--- config.mk ---
export PLATFORM = sky130hd
export DESIGN_NAME = usb_port_linectl
export DESIGN_NICKNAME = d
export VERILOG_FILES = /design/src/rtl/usb_linectl_pkg.sv /design/src/rtl/linectl_regs.sv /design/src/rtl/linectl_mode.sv /design/src/rtl/linectl_drive.sv /design/src/rtl/usb_port_linectl.sv
export SDC_FILE = /design/constraint.sdc
export NUM_CORES = 1
export LEC_CHECK = 0
export ABC_AREA = 1
export BUFFER_PORTS_ARGS = -buffer_cell sky130_fd_sc_hd__buf_2
export CAP_MARGIN = 10
export CORE_AREA = 2 2 39 41
export CTS_CLUSTER_DIAMETER = 40
export DETAILED_ROUTE_END_ITERATION = 7
export DIE_AREA = 0 0 41 43
export GPL_ROUTABILITY_DRIVEN = 0
export HOLD_SLACK_MARGIN = 0.12
export PLACE_DENSITY = 0.79
export SLEW_MARGIN = 25
export SYNTH_ARGS = -nofsm -noshare
export SYNTH_HDL_FRONTEND = slang
export SYNTH_HIERARCHICAL = 1
export SYNTH_SLANG_ARGS = --single-unit
export TNS_END_PERCENT = 50
--- constraint.sdc ---
create_clock -name clk -period 0.84 [get_ports clk]
set_input_delay 0.042 -clock clk [delete_from_list [all_inputs] [get_ports clk]]
set_output_delay 0.042 -clock clk [all_outputs]
set_load 0.005 [all_outputs]
--- src/rtl/usb_linectl_pkg.sv ---
package usb_linectl_pkg;

    localparam int BUS_W   = 8;
    localparam int EN_BIT  = 0;
    localparam int FRC_LO  = 3;
    localparam int FRC_HI  = FRC_LO + 1;
    localparam int SPD_BIT = 5;
    localparam int LP_BIT  = 6;

    typedef enum logic [1:0] {
        FRC_NONE = 2'b00,
        FRC_SE0  = 2'b01,
        FRC_K    = 2'b10,
        FRC_J    = 2'b11
    } force_e;

    typedef struct packed {
        logic   lowpwr;
        logic   low_spd;
        force_e force_sel;
        logic   en;
    } ctrl_t;

    typedef struct packed {
        logic dp;
        logic dm;
        logic oe;
    } line_t;

    localparam ctrl_t CTRL_RST = '{lowpwr: 1'b0, low_spd: 1'b0, force_sel: FRC_NONE, en: 1'b0};
    localparam line_t LINE_RST = '{dp: 1'b0, dm: 1'b0, oe: 1'b0};

    function automatic ctrl_t ctrl_from_byte(input logic [BUS_W-1:0] b);
        ctrl_t c;
        c.en        = b[EN_BIT];
        c.force_sel = force_e'(b[FRC_HI:FRC_LO]);
        c.low_spd   = b[SPD_BIT];
        c.lowpwr    = b[LP_BIT];
        return c;
    endfunction

    function automatic logic [BUS_W-1:0] ctrl_to_byte(input ctrl_t c);
        logic [BUS_W-1:0] b;
        b                = '0;
        b[EN_BIT]        = c.en;
        b[FRC_HI:FRC_LO] = c.force_sel;
        b[SPD_BIT]       = c.low_spd;
        b[LP_BIT]        = c.lowpwr;
        return b;
    endfunction

    function automatic line_t forced_line(input force_e f);
        line_t l;
        l.oe = 1'b1;
        case (f)
            FRC_K:   begin l.dp = 1'b0; l.dm = 1'b1; end
            FRC_J:   begin l.dp = 1'b1; l.dm = 1'b0; end
            default: begin l.dp = 1'b0; l.dm = 1'b0; end
        endcase
        return l;
    endfunction

endpackage

--- src/rtl/linectl_regs.sv ---
module linectl_regs
    import usb_linectl_pkg::*;
#(
    parameter int                ADDR_W    = 8,
    parameter logic [ADDR_W-1:0] CTRL_ADDR = ADDR_W'(5)
) (
    input  logic              clk,
    input  logic              rst,
    input  logic [ADDR_W-1:0] bus_addr,
    input  logic              bus_wr,
    input  logic [BUS_W-1:0]  bus_wdata,
    output logic [BUS_W-1:0]  bus_rdata,
    output ctrl_t             ctrl_q
);

    logic hit;
    assign hit = (bus_addr == CTRL_ADDR);

    always_ff @(posedge clk) begin
        if (rst)
            ctrl_q <= CTRL_RST;
        else if (bus_wr && hit)
            ctrl_q <= ctrl_from_byte(bus_wdata);
    end

    always_comb begin
        bus_rdata = '0;
        if (hit)
            bus_rdata = ctrl_to_byte(ctrl_q);
    end

    AST_CTRL_CAPTURE: assert property (@(posedge clk) disable iff (rst)
        (bus_wr && hit) |=> (ctrl_q == ctrl_from_byte($past(bus_wdata))));

    AST_STRAY_WRITE: assert property (@(posedge clk) disable iff (rst)
        (bus_wr && !hit) |=> $stable(ctrl_q));

endmodule

--- src/rtl/linectl_mode.sv ---
module linectl_mode
    import usb_linectl_pkg::*;
(
    input  logic  clk,
    input  logic  rst,
    input  ctrl_t ctrl,
    output logic  low_speed,
    output logic  xcvr_lowpwr,
    output logic  suspend
);

    assign low_speed   = ctrl.low_spd;
    assign xcvr_lowpwr = ctrl.lowpwr;
    assign suspend     = ctrl.lowpwr & ~ctrl.en;

    AST_SUSPEND_NEEDS_LP: assert property (@(posedge clk) disable iff (rst)
        suspend |-> xcvr_lowpwr);

endmodule

--- src/rtl/linectl_drive.sv ---
module linectl_drive
    import usb_linectl_pkg::*;
(
    input  logic  clk,
    input  logic  rst,
    input  ctrl_t ctrl,
    input  line_t eng,
    output line_t line_q
);

    line_t nxt;
    logic  armed;

    always_comb begin
        if (ctrl.force_sel == FRC_NONE) begin
            nxt.dp = eng.dp;
            nxt.dm = eng.dm;
            nxt.oe = eng.oe & ctrl.en;
        end else begin
            nxt = forced_line(ctrl.force_sel);
        end
    end

    always_ff @(posedge clk) begin
        if (rst) begin
            line_q <= LINE_RST;
            armed  <= 1'b0;
        end else begin
            line_q <= nxt;
            armed  <= 1'b1;
        end
    end

    AST_NORMAL_PASS: assert property (@(posedge clk) disable iff (rst)
        (armed && $past(ctrl.force_sel) == FRC_NONE) |->
            (line_q.dp == $past(eng.dp) && line_q.dm == $past(eng.dm)));

    AST_FORCE_SE0: assert property (@(posedge clk) disable iff (rst)
        (armed && $past(ctrl.force_sel) == FRC_SE0) |-> (!line_q.dp && !line_q.dm));

    AST_FORCE_K: assert property (@(posedge clk) disable iff (rst)
        (armed && $past(ctrl.force_sel) == FRC_K) |-> (!line_q.dp && line_q.dm));

    AST_FORCE_J: assert property (@(posedge clk) disable iff (rst)
        (armed && $past(ctrl.force_sel) == FRC_J) |-> (line_q.dp && !line_q.dm));

    AST_FORCE_OE: assert property (@(posedge clk) disable iff (rst)
        (armed && $past(ctrl.force_sel) != FRC_NONE) |-> line_q.oe);

endmodule

--- src/rtl/usb_port_linectl.sv ---
module usb_port_linectl
    import usb_linectl_pkg::*;
#(
    parameter int                ADDR_W    = 8,
    parameter logic [ADDR_W-1:0] CTRL_ADDR = ADDR_W'(5)
) (
    input  logic              clk,
    input  logic              rst,
    input  logic [ADDR_W-1:0] bus_addr,
    input  logic              bus_wr,
    input  logic [BUS_W-1:0]  bus_wdata,
    output logic [BUS_W-1:0]  bus_rdata,
    input  logic              eng_dp,
    input  logic              eng_dm,
    input  logic              eng_oe,
    output logic              usb_dp,
    output logic              usb_dm,
    output logic              usb_oe,
    output logic              low_speed,
    output logic              xcvr_lowpwr,
    output logic              suspend
);

    ctrl_t ctrl;
    line_t eng_line;
    line_t drv_line;

    assign eng_line = '{dp: eng_dp, dm: eng_dm, oe: eng_oe};

    linectl_regs #(
        .ADDR_W    (ADDR_W),
        .CTRL_ADDR (CTRL_ADDR)
    ) u_regs (
        .clk       (clk),
        .rst       (rst),
        .bus_addr  (bus_addr),
        .bus_wr    (bus_wr),
        .bus_wdata (bus_wdata),
        .bus_rdata (bus_rdata),
        .ctrl_q    (ctrl)
    );

    linectl_mode u_mode (
        .clk         (clk),
        .rst         (rst),
        .ctrl        (ctrl),
        .low_speed   (low_speed),
        .xcvr_lowpwr (xcvr_lowpwr),
        .suspend     (suspend)
    );

    linectl_drive u_drive (
        .clk    (clk),
        .rst    (rst),
        .ctrl   (ctrl),
        .eng    (eng_line),
        .line_q (drv_line)
    );

    assign usb_dp = drv_line.dp;
    assign usb_dm = drv_line.dm;
    assign usb_oe = drv_line.oe;

endmodule

# Word level (Yosys, flattened, before mapping)
# Cells that the tools add are included.
# op_classes
eq_ne	3
muxes	3
bitwise_logic	3
reduce_logical	2
# ops
op	n
8-bit by 3-bit equality test with 1-bit output (second input constant)	1
7-bit two-way mux	1
2-bit equality test (second input constant)	2
2-bit case mux with 2 select lines	1
3-bit two-way mux	1
1-bit AND	2
2-bit logical NOT	1
1-bit logical AND	1
1-bit inverter	1
# word_totals
register_bits	8
input_bits	22
out_inout_bits	14
elab_cells	18

# Depth between registers and ports, before layout
# Gate-level depths: netlist of run 1.
# depth
ltp_word	3
depth_mapped	7

# Hierarchy
# The synthesis of run 1 kept the hierarchy.
# by_module_without_submodules
mod	n_inst	cells_each	area_each_um2	seq_area_each_um2
linectl_regs	1	67	366.6	100.1
linectl_drive	1	11	100.1	60.1
linectl_mode	1	4	25.0	0.0

# Worst setup path after synthesis of run 1
# No wires, ideal clock.
# synth_path
kind	input-to-reg
startpoint	input port bus_addr[5]
endpoint	register u_regs/ctrl_q[0] in the netlist's numbering
arrival_time_ps	541
path_slack_ps	189
stages	6
n_path_buf	0
path_cell_list	nor2_1 nand2_2 nor2_4 nand3_1 nand2_1 nor2_1
# synth_via
elab_chain_len	2
# synth_lines
item	line_no	text
start, declared	usb_port_linectl.sv:9	input logic [ADDR_W-1:0] bus_addr,
8-bit by 3-bit equality test with 1-bit output	linectl_regs.sv:17	assign hit = (bus_addr == CTRL_ADDR);
1-bit logical AND	linectl_regs.sv:22	else if (bus_wr && hit)
end signal, assigned	linectl_regs.sv:23	ctrl_q <= ctrl_from_byte(bus_wdata);
end, declared	linectl_regs.sv:13	output ctrl_t ctrl_q
# Every way passes these cells.
# A chain may end at the register's enable or synchronous reset.

# Worst setup path after layout of run 1
# layout_path
startpoint	register u_regs/ctrl_q[4] in the netlist's numbering
endpoint	output port bus_rdata[6]
# layout_via
elab_chain_len	1
# layout_lines
item	line_no	text
7-bit two-way mux	linectl_regs.sv:28	if (hit)
end, declared	usb_port_linectl.sv:12	output logic [BUS_W-1:0] bus_rdata,
# Every way passes these cells.

==> summary.md, run 1 <==
| Metric | Value |
|---|---|
| Most common cell in the netlist | inv_1 |
| Setup Crit Path Kind | flop to output pin |
| Total Power | approximately 800 µW |
| Total grt overflow | 0 |
| Longest Clk Path Bufs | 2 |
| CTS tree | done |
| Peak supply drop | 385 µV |
| Vias | around 560 |
| Area share of the largest cell type after synthesis | 32.6% |
| Place WS | -59.7 ps |
| Fin. Hold Viols | 0 |
| Failing checks | negative setup slack |
| Initial antenna violation count | 0 |
| WL per Instance | 8.01 µm |
| Clk sink count | 8 |
| FF+latch count, synth | 8 |
| Synthesized area | a little under 500 µm² |
| IO Port Bufs | 29 |
| Yosys cell types | 15 |
| Min Hold Slack | 131 ps |
| Initial DRC count | 6 |
| Required @ worst endpoint | ~800 ps |
| Placed insts | between 100 and 150 |
| I/O pins | 36 |
| Post-layout util | 55.7% |
| Max-slew violation total from the final report | 0 |
| First-pass GRT wire length | 1740 µm |
| Fraction of layout cells with a size suffix above 1 | a little under half |
| Worst Hold Launch | bus_wdata[6] |
| Area of the die | ~0.0018 mm² |
| ANT nets after route | 0 |
| Min Clock Period, post-route | between 800 and 900 ps |
| YS warnings | 6 |
| Routed WL | around 1100 µm |
| PnR worst setup slack | -27.0 ps |
| CP startpoint kind | flop |
| CP Launch Point | u_regs/ctrl_q[4] |
| CTS buffer count | 3 |
| Power Dens Cells | between 1000 and 1500 mW/mm² |
| Synth Flop Type | dfxtp_1 |
| Max_cap viols | 0 |
| EDFF count, synth | 0 |
| Largest net degree at the start of global routing | 7 |
| CP endpoint kind | output pin |
| Worst R2R Start | u_regs/ctrl_q[2] |
| Non-Filler Instances | approximately 140 |
| Mapped Avg Cell Area | 6.00 µm² |
| Root buffer cell | clkbuf_4 |
| Commonest cells in the netlist | inv_1 (22), nand2_1 (16), nor2_1 (16) |
| Critical Path AT | between 800 and 900 ps |
| DIE HEIGHT | around 43 µm |
| Die extent in x | ~40 µm |
| Antenna diodes | 0 |
| H-tree depth | 1 |
| R2R Setup Slk | ~30 ps |
| Outcome | complete, but fails checks |
| Initial DRT Pass Iterations | 3 |
| Final period utilization | 103% |
| Final HPWL DP | slightly below 900 µm |
| Core Region | ~0.0014 mm² |
| RSZ-0062 raised after global routing | true |
| Clock slew at reported path FFs | roughly 50 ps |
| Leak | ~0.00045 µW |
| Vias per cell | just over 4 |
| Post-synth top area cell | dfxtp_1 |
| CP max FO | 3 |
| Final setup vio count | 5 |
| Layout Skew | 0.392 ps |
| Row cnt | 14 |
| Highest Clock Rate | between 1 and 1.5 GHz |
| Clock latency on the worst-skew pair | about 250 ps |
| Initial core utilization | between 30% and 40% |
| Top area cells in the synthesized netlist | dfxtp_1 (33%), inv_1 (17%), nand2_1 (12%), nor2_1 (12%), buf_4 (7.6%) |
| Seq/Total Area, Yosys | between 30% and 40% |
| Ys async rst share | 0% |
| Nets | 147 |
| Vias in the first global route | just over 500 |
| Syn Inst Count | between 80 and 90 |
| Drt drc | 0 |
| Worst Hold Class | input port to flop |
| Total Routing Usage GR | between 10% and 20% |
| P&R area growth vs syn | 56.7% |
[cell type report]
class	count	area (µm²)
Clock buffer	3	22.5
Inverter	23	86.3
Tap cell	16	20.0
Timing Repair Buffer	41	255
Sequential cell	8	166
Fill cell	151	613
Multi-Input combinational cell	48	220
[path summary, 6_finish.rpt]
check	endpoint	cells past startpoint
worst max register to register	u_drive/line_q[2]	4
worst max-delay path	bus_rdata[6]	3
worst min register to register	u_drive/line_q[0]	2
worst min-delay path	u_regs/ctrl_q[4]	5
[repair_timing]
action | in CTS | in global routing
hold buffers | 8 | 0
setup endpoints to repair | 6 | 11
pin swaps | 4 | 2
resized for setup | 9 | 5
hold endpoints to repair | 7 | 0
buffers inserted | 4 | 0
[critical path: stages, from the launching register on]
cell	delay, ps
dfxtp_2	350
inv_2	40
nor2_1	80
buf_2	110
[registers in the layout (all words and copies together), names as in the netlist]
signal / cells
u_regs/ctrl_q: 5
u_drive/line_q: 3
[layer usage]
metal / GRT usage, % / vias to the layer above / part of all wire [%]
met2: 27.5 / 22 / 51
li1: - / 307 / -
met3: 1.57 / 2 / 8.2
met4: 8.00 / 0 / 1.5
met1: 12.8 / 231 / 39
met5: 0 / - / 0
[power by group]
part	internal, µW	switching (µW)	total (µW)
Clock	163	126	289
Combinational	73.0	53.8	127
Sequential	386	1.50	387
[metrics by stage]
step | setup TNS [ps] | area [µm²]
CTS | -177 | 766
global route | -392 | 771
finish | -66.1 | 771
floorplan | 0 | 499
detailed placement | -280 | 627
global placement | -138 | 627
[kinds of logic (layout without fill, tap and decap cells)]
group / Yosys count / in the layout / share of synthesized area (%)
simple gates: 43 / 43 / 38.7
flops: 8 / 8 / 32.6
buf+inv: 28 / 67 / 25.2
other cells: 1 / 3 / 0.763
compound gates: 2 / 2 / 2.80
[layout by cell type (no fill, tap or decap)]
master	instances
clkbuf_4	3
dlygate4sd3_1	8
dfxtp_2	5
nor3_1	1
nor2_1	16
nand3_1	5
nor2_2	1
conb_1	3
a21oi_2	1
inv_1	14
nand2_2	1
dfxtp_1	3
a21oi_1	1
buf_4	4
nand3_2	1
buf_2	29
inv_2	9
nor2_4	2
nand2_1	16
Note: power is estimated with default switching activity, not from simulation.
==> run 2, diff against run 1 <==
--- a/config.mk
+++ b/config.mk
@@ -15,6 +15,7 @@
 export GPL_ROUTABILITY_DRIVEN = 0
 export HOLD_SLACK_MARGIN = 0.12
 export PLACE_DENSITY = 0.79
+export RECOVER_POWER = 25
 export SLEW_MARGIN = 25
 export SYNTH_ARGS = -nofsm -noshare
 export SYNTH_HDL_FRONTEND = slang
==> run 2 against run 1 <==
Compared with the run above: via count fell by 0.18%; sequential share of layout area is 0.093 points lower; first-iteration DRC count unchanged; sequential cell count stayed put; register-to-register slack is essentially flat; the flow still finishes with violations (negative setup slack); maximum frequency hardly changed; clock power about the same; routed wire length about the same; largest cell class unchanged; critical path depth stayed put; largest power group unchanged; die area unchanged; hold slack about the same; cell count did not move.
==> summary.md, run 2 (synthesis gave the netlist of run 1 again) <==
| Metric | Value |
|---|---|
| Core Region | 0.00138 mm² (unchanged) |
| Leak | 0.000441 µW (-0.92%) |
| CP startpoint kind | flop |
| Final setup vio count | 6 (+1) |
| Most common cell after layout, fill and taps aside | buf_2 |
| Total Routing Usage GR | 14.3% (unchanged) |
| Initial DRT Pass Iterations | 3 (unchanged) |
| Layout Skew | 0.407 ps (+0.0147 ps) |
| Clk sink count | 8 (unchanged) |
| Peak supply drop | 386 µV (+0.10%) |
| Antenna diodes | 0 (unchanged) |
| Largest net degree at the start of global routing | 7 (unchanged) |
| Outcome | complete, but fails checks |
| Max_cap viols | 0 (unchanged) |
| PnR worst setup slack | -27.3 ps (-0.317 ps) |
| CP max FO | 3 (unchanged) |
| Final period utilization | 103% (about the same) |
| H-tree depth | 1 (unchanged) |
| P&R area growth vs syn | 56.2% |
| Largest registers | u_regs/ctrl_q x5, u_drive/line_q x3 |
| Fin. Hold Viols | 0 (unchanged) |
| Row cnt | 14 (unchanged) |
| CP endpoint kind | output pin |
| Final HPWL DP | 875 µm (unchanged) |
| Required @ worst endpoint | 800 ps (about the same) |
| Max-slew violation total from the final report | 0 (unchanged) |
| Nets | 147 (unchanged) |
| Min Clock Period, post-route | 867 ps (+0.317 ps) |
| Setup TNS | -83.3 ps (-17.2 ps) |
| Root buffer cell | clkbuf_4 |
| Total grt overflow | 0 (unchanged) |
| Vias in the first global route | 511 (unchanged) |
| Min Hold Slack | 131 ps (+0.0170 ps) |
| Area of the die | 0.00176 mm² (unchanged) |
| WL per Instance | 8.02 µm (about the same) |
| Place WS | -59.7 ps (unchanged) |
| Initial DRC count | 6 (unchanged) |
| Setup Crit Path Kind | flop to output pin |
| Clock latency on the worst-skew pair | 250 ps (about the same) |
| Longest Clk Path Bufs | 2 (unchanged) |
| Failing checks | negative setup slack |
| Fraction of layout cells with a size suffix above 1 | 43.9% (-1.6 points) |
| Worst Hold Class | input port to flop |
| Drt drc | 0 (unchanged) |
| Initial core utilization | 35.5% (unchanged) |
| Critical Path AT | 830 ps (about the same) |
| Highest Clock Rate | 1.15 GHz (about the same) |
| DIE HEIGHT | 43 µm (unchanged) |
| RSZ-0062 raised after global routing | true |
| Die extent in x | 41 µm (unchanged) |
| Power Dens Cells | 1050 mW/mm² (+0.40%) |
| Vias | 561 (-0.18%) |
| I/O pins | 36 (unchanged) |
| Routed WL | 1120 µm (about the same) |
| Max reg flops | 5 (unchanged) |
| ANT nets after route | 0 (unchanged) |
| CTS buffer count | 3 (unchanged) |
| Most frequent cells in the layout | buf_2 (28), nor2_1 (16), nand2_1 (16) |
| Initial antenna violation count | 0 (unchanged) |
| R2R Setup Slk | 30 ps (about the same) |
| Vias per cell | 4.04 (-0.18%) |
| Clock slew at reported path FFs | 50 ps (about the same) |
| IO Port Bufs | 29 (unchanged) |
| CTS tree | done |
| First-pass GRT wire length | 1740 µm (unchanged) |
| Top reg by flops | u_regs/ctrl_q |
## run 2: cell count changes in the layout (fill, tap and decap cells not counted), sizes merged
cell / change
buf: -1
clkbuf: +1
## run 2: final timing paths
| kind | startpoint | to | cells past startpoint |
|---|---|---|---|
| setup reg to reg | u_regs/ctrl_q[2] | u_drive/line_q[2] | 4 |
| hold reg to reg | u_regs/ctrl_q[0] | u_drive/line_q[0] | 2 |
| hold / removal | bus_wdata[6] | u_regs/ctrl_q[4] | 5 |
| setup / recovery | u_regs/ctrl_q[4] | bus_rdata[6] | 3 |
## run 2: routing by layer
metal	global-route usage (%)	part of all wire [%]	up-vias
met4	8.00	1.5	0
li1	-	-	307
met3	1.57	8.3	2
met5	0	0	-
met2	27.5	51	22
met1	12.8	39	230
## run 2: metrics by stage
stage	cells	cell area [µm²]	total power (µW)	util [%]
4_1_cts	139	766	817	55.3
5_1_grt	139	768	861	55.5
3_5_place_dp	124	627	493	45.3
3_3_place_gp	124	627	489	45.3
6_report	139	768	804	55.5
2_1_floorplan	84	499	445	-
## run 2: power by group
part / internal [µW] / switching [µW]
Sequential: 386 / 1.59
Clock: 163 / 127
Combinational: 72.4 / 53.8
## run 2: cell type report
| class | count | area, µm² |
|---|---|---|
| clock buffer | 3 | 22.5 |
| fill | 151 | 616 |
| inverter | 23 | 86.3 |
| multi-input combinational | 48 | 220 |
| sequential | 8 | 165 |
| tap | 16 | 20.0 |
| timing repair buffer | 41 | 254 |
## run 2: timing repair
action	4_1_cts	5_1_grt
pin swaps	4	2
buffers inserted	4	0
setup endpoints to repair	6	11
gates resized for setup	9	5
hold buffers	8	0
hold endpoints to repair	7	0
## run 2: critical path, cell delays in order (launching register included)
cell	delay [ps]
dfxtp_2	350
inv_2	40
nor2_1	80
buf_2	110
==> run 3, diff against run 2 <==
==> constraint.sdc (replaced) <==
create_clock -name clk -period 0.84 [get_ports clk]
set_input_delay 0.21 -clock clk [delete_from_list [all_inputs] [get_ports clk]]
set_output_delay 0.21 -clock clk [all_outputs]
set_load 0.005 [all_outputs]
==> run 3 against run 2 <==
Compared with the run above: the run still ends with negative setup slack left; highest routed layer is now met3; sequential cell count unchanged; routed wire length rose by 16%; clock skew hardly changed; count of clock-buffer cells in the layout unchanged; total power rose by 1.4%.
==> summary.md, run 3 (synthesis gave the netlist of run 1 again) <==
| Metric | Value |
|---|---|
| CP endpoint kind | output pin |
| Leak | 0.000427 µW (-3.3%) |
| CP max FO | 5 (+2) |
| Final HPWL DP | 866 µm (-0.93%) |
| Root buffer cell | clkbuf_4 |
| Vias in the first global route | 502 (-1.8%) |
| RSZ-0062 raised after global routing | true |
| Outcome | complete, but fails checks |
| Clock slew at reported path FFs | 50 ps (about the same) |
| Setup TNS | -1590 ps (-1510 ps) |
| I/O pins | 36 (unchanged) |
| PnR worst setup slack | -282 ps (-255 ps) |
| CP startpoint kind | input port |
| Switching power | 187 µW (+2.5%) |
| Slowest CP cell | nor2_4 |
| Failing checks | negative setup slack |
| Final setup vio count | 12 (+6) |
| Longest Clk Path Bufs | 2 (unchanged) |
| Setup Crit Path Kind | input port to output pin |
| Critical Path AT | 910 ps (+80 ps) |
| Cell breakdown of the critical path | buf_8, nor2_4, nand2_2, nor2_4, inv_4, nor2_2, buf_2 |
| Die extent in x | 41 µm (unchanged) |
| Most frequent CP cell | nor2_4 |
| Clk sink count | 8 (unchanged) |
| CTS buffer count | 3 (unchanged) |
| Total grt overflow | 0 (unchanged) |
| Max-slew violation total from the final report | 0 (unchanged) |
| Top reg by flops | u_regs/ctrl_q |
| Initial core utilization | 35.5% (unchanged) |
| Sw frac | 23.0% (+0.27 points) |
| Clock power frac | 34.2% (-1.9 points) |
| Fraction of layout cells with a size suffix above 1 | 53.9% (+10 points) |
| Nets | 139 (-5.4%) |
| Vias per cell | 4.23 (+4.8%) |
| Highest Clock Rate | 0.891 GHz (-23%) |
| Power Dens Cells | 1040 mW/mm² (-1.1%) |
| P&R area growth vs syn | 60.1% |
| Core Region | 0.00138 mm² (unchanged) |
| CTS tree | done |
| Layout Skew | 0.524 ps (+0.117 ps) |
| Worst Hold Class | input port to flop |
| Internal | 628 µW (+1.0%) |
| Peak supply drop | 470 µV (+22%) |
| Post-route cell area | 787 µm² (+2.4%) |
| Routed WL | 1290 µm (+16%) |
| ANT nets after route | 0 (unchanged) |
| Total Routing Usage GR | 14.5% (+0.11 points) |
| CP top delay family | simple AND/OR/NAND/NOR gates |
| Max_cap viols | 0 (unchanged) |
| Fill cells | 138 (-8.6%) |
| Row cnt | 14 (unchanged) |
| Largest registers | u_regs/ctrl_q x5, u_drive/line_q x3 |
| Comb pwr share | 18.1% (+2.4 points) |
| Initial antenna violation count | 0 (unchanged) |
| DIE HEIGHT | 43 µm (unchanged) |
| Vias | 554 (-1.2%) |
| IO Port Bufs | 29 (unchanged) |
| H-tree depth | 1 (unchanged) |
| First-pass GRT wire length | 1760 µm (+1.2%) |
| Required @ worst endpoint | 630 ps (-170 ps) |
| Drt drc | 0 (unchanged) |
| Max reg flops | 5 (unchanged) |
| Area of the die | 0.00176 mm² (unchanged) |
| Final period utilization | 134% (+30 points) |
| Clock latency on the worst-skew pair | 240 ps (about the same) |
| # hold bufs at CTS | 0 (-8) |
| Antenna diodes | 0 (unchanged) |
| Cell Area, Placed | 652 µm² (+4.0%) |
| CP Buf/Inv Count | 3 (+1) |
| Most frequent cells in the layout | buf_2 (22), inv_1 (16), nand2_1 (15) |
| Initial DRT Pass Iterations | 4 (+1) |
| Sequential Power Share | 47.7% (-0.5 points) |
| Max stage delay on crit path | 130 ps (-220 ps) |
| Fin. Hold Viols | 0 (unchanged) |
| Largest net degree at the start of global routing | 7 (unchanged) |
| Initial DRC count | 4 (-2) |
| WL per Instance | 9.84 µm (+23%) |
| Most common cell after layout, fill and taps aside | buf_2 |
| Min Clock Period, post-route | 1120 ps (+255 ps) |
## run 3: changes by cell type in the layout (fill, tap and decap cells not counted), moves of 2 or more
cell           before  now
nor2_4              2    6
buf_2              28   22
inv_2               9    6
nor2_1             16    8
inv_1              14   16
nor2_2              1    5
buf_6               0    6
dlygate4sd3_1       8    0
## run 3: routing by layer
metal | vias up | global-route usage [%] | share of wire (%)
li1 | 292 | - | -
met1 | 238 | 13.2 | 33
met2 | 24 | 27.5 | 59
met3 | 0 | 4.71 | 7.7
met4 | 0 | 4.00 | 0
met5 | - | 0 | 0
## run 3: repair_timing
action,4_1_cts,5_1_grt
setup endpoints to repair,11,16
buffers inserted,1,0
cloned,0,0
gates resized for setup,16,18
pin swaps,9,6
## run 3: final cells by class
cell class | count | area (µm²) | share of cell area [%]
clock buffer | 3 | 22.5 | 2.86
inverter | 23 | 88.8 | 11.3
multi-input combinational | 48 | 270 | 34.3
sequential | 8 | 165 | 21.0
tap | 16 | 20.0 | 2.54
timing repair buffer | 33 | 220 | 28.0
## run 3: path summary, 6_finish.rpt
check / start / to / slack, ps / cells after the start
worst max register to register: u_regs/ctrl_q[2] / u_drive/line_q[2] / 0 / 4
worst min-delay path: rst / u_drive/line_q[2] / 170 / 2
worst max-delay path: bus_addr[1] / bus_rdata[0] / -280 / 7
worst min register to register: u_regs/ctrl_q[0] / u_drive/line_q[0] / 500 / 2
## run 3: power by group through the flow
| stage | sequential [µW] | clock [µW] | combinational [µW] |
|---|---|---|---|
| 4_1_cts | 387 | 296 | 120 |
| 3_5_place_dp | 395 | 0 | 98.0 |
| 6_report | 388 | 279 | 148 |
| 2_1_floorplan | 396 | 0 | 48.7 |
| 3_3_place_gp | 395 | 0 | 94.9 |
| 5_1_grt | 389 | 319 | 161 |
## run 3: metrics by stage
step           setup slack (ps)  total power (µW)  hold WS (ps)  std cells  utilization (%)
2_1_floorplan             -85.4               445           272         84                -
3_3_place_gp               -280               490           420        127             47.1
3_5_place_dp               -281               493           428        127             47.1
4_1_cts                    -254               803           164        131             53.2
5_1_grt                    -315               868           165        131             56.9
6_report                   -282               815           170        131             56.9
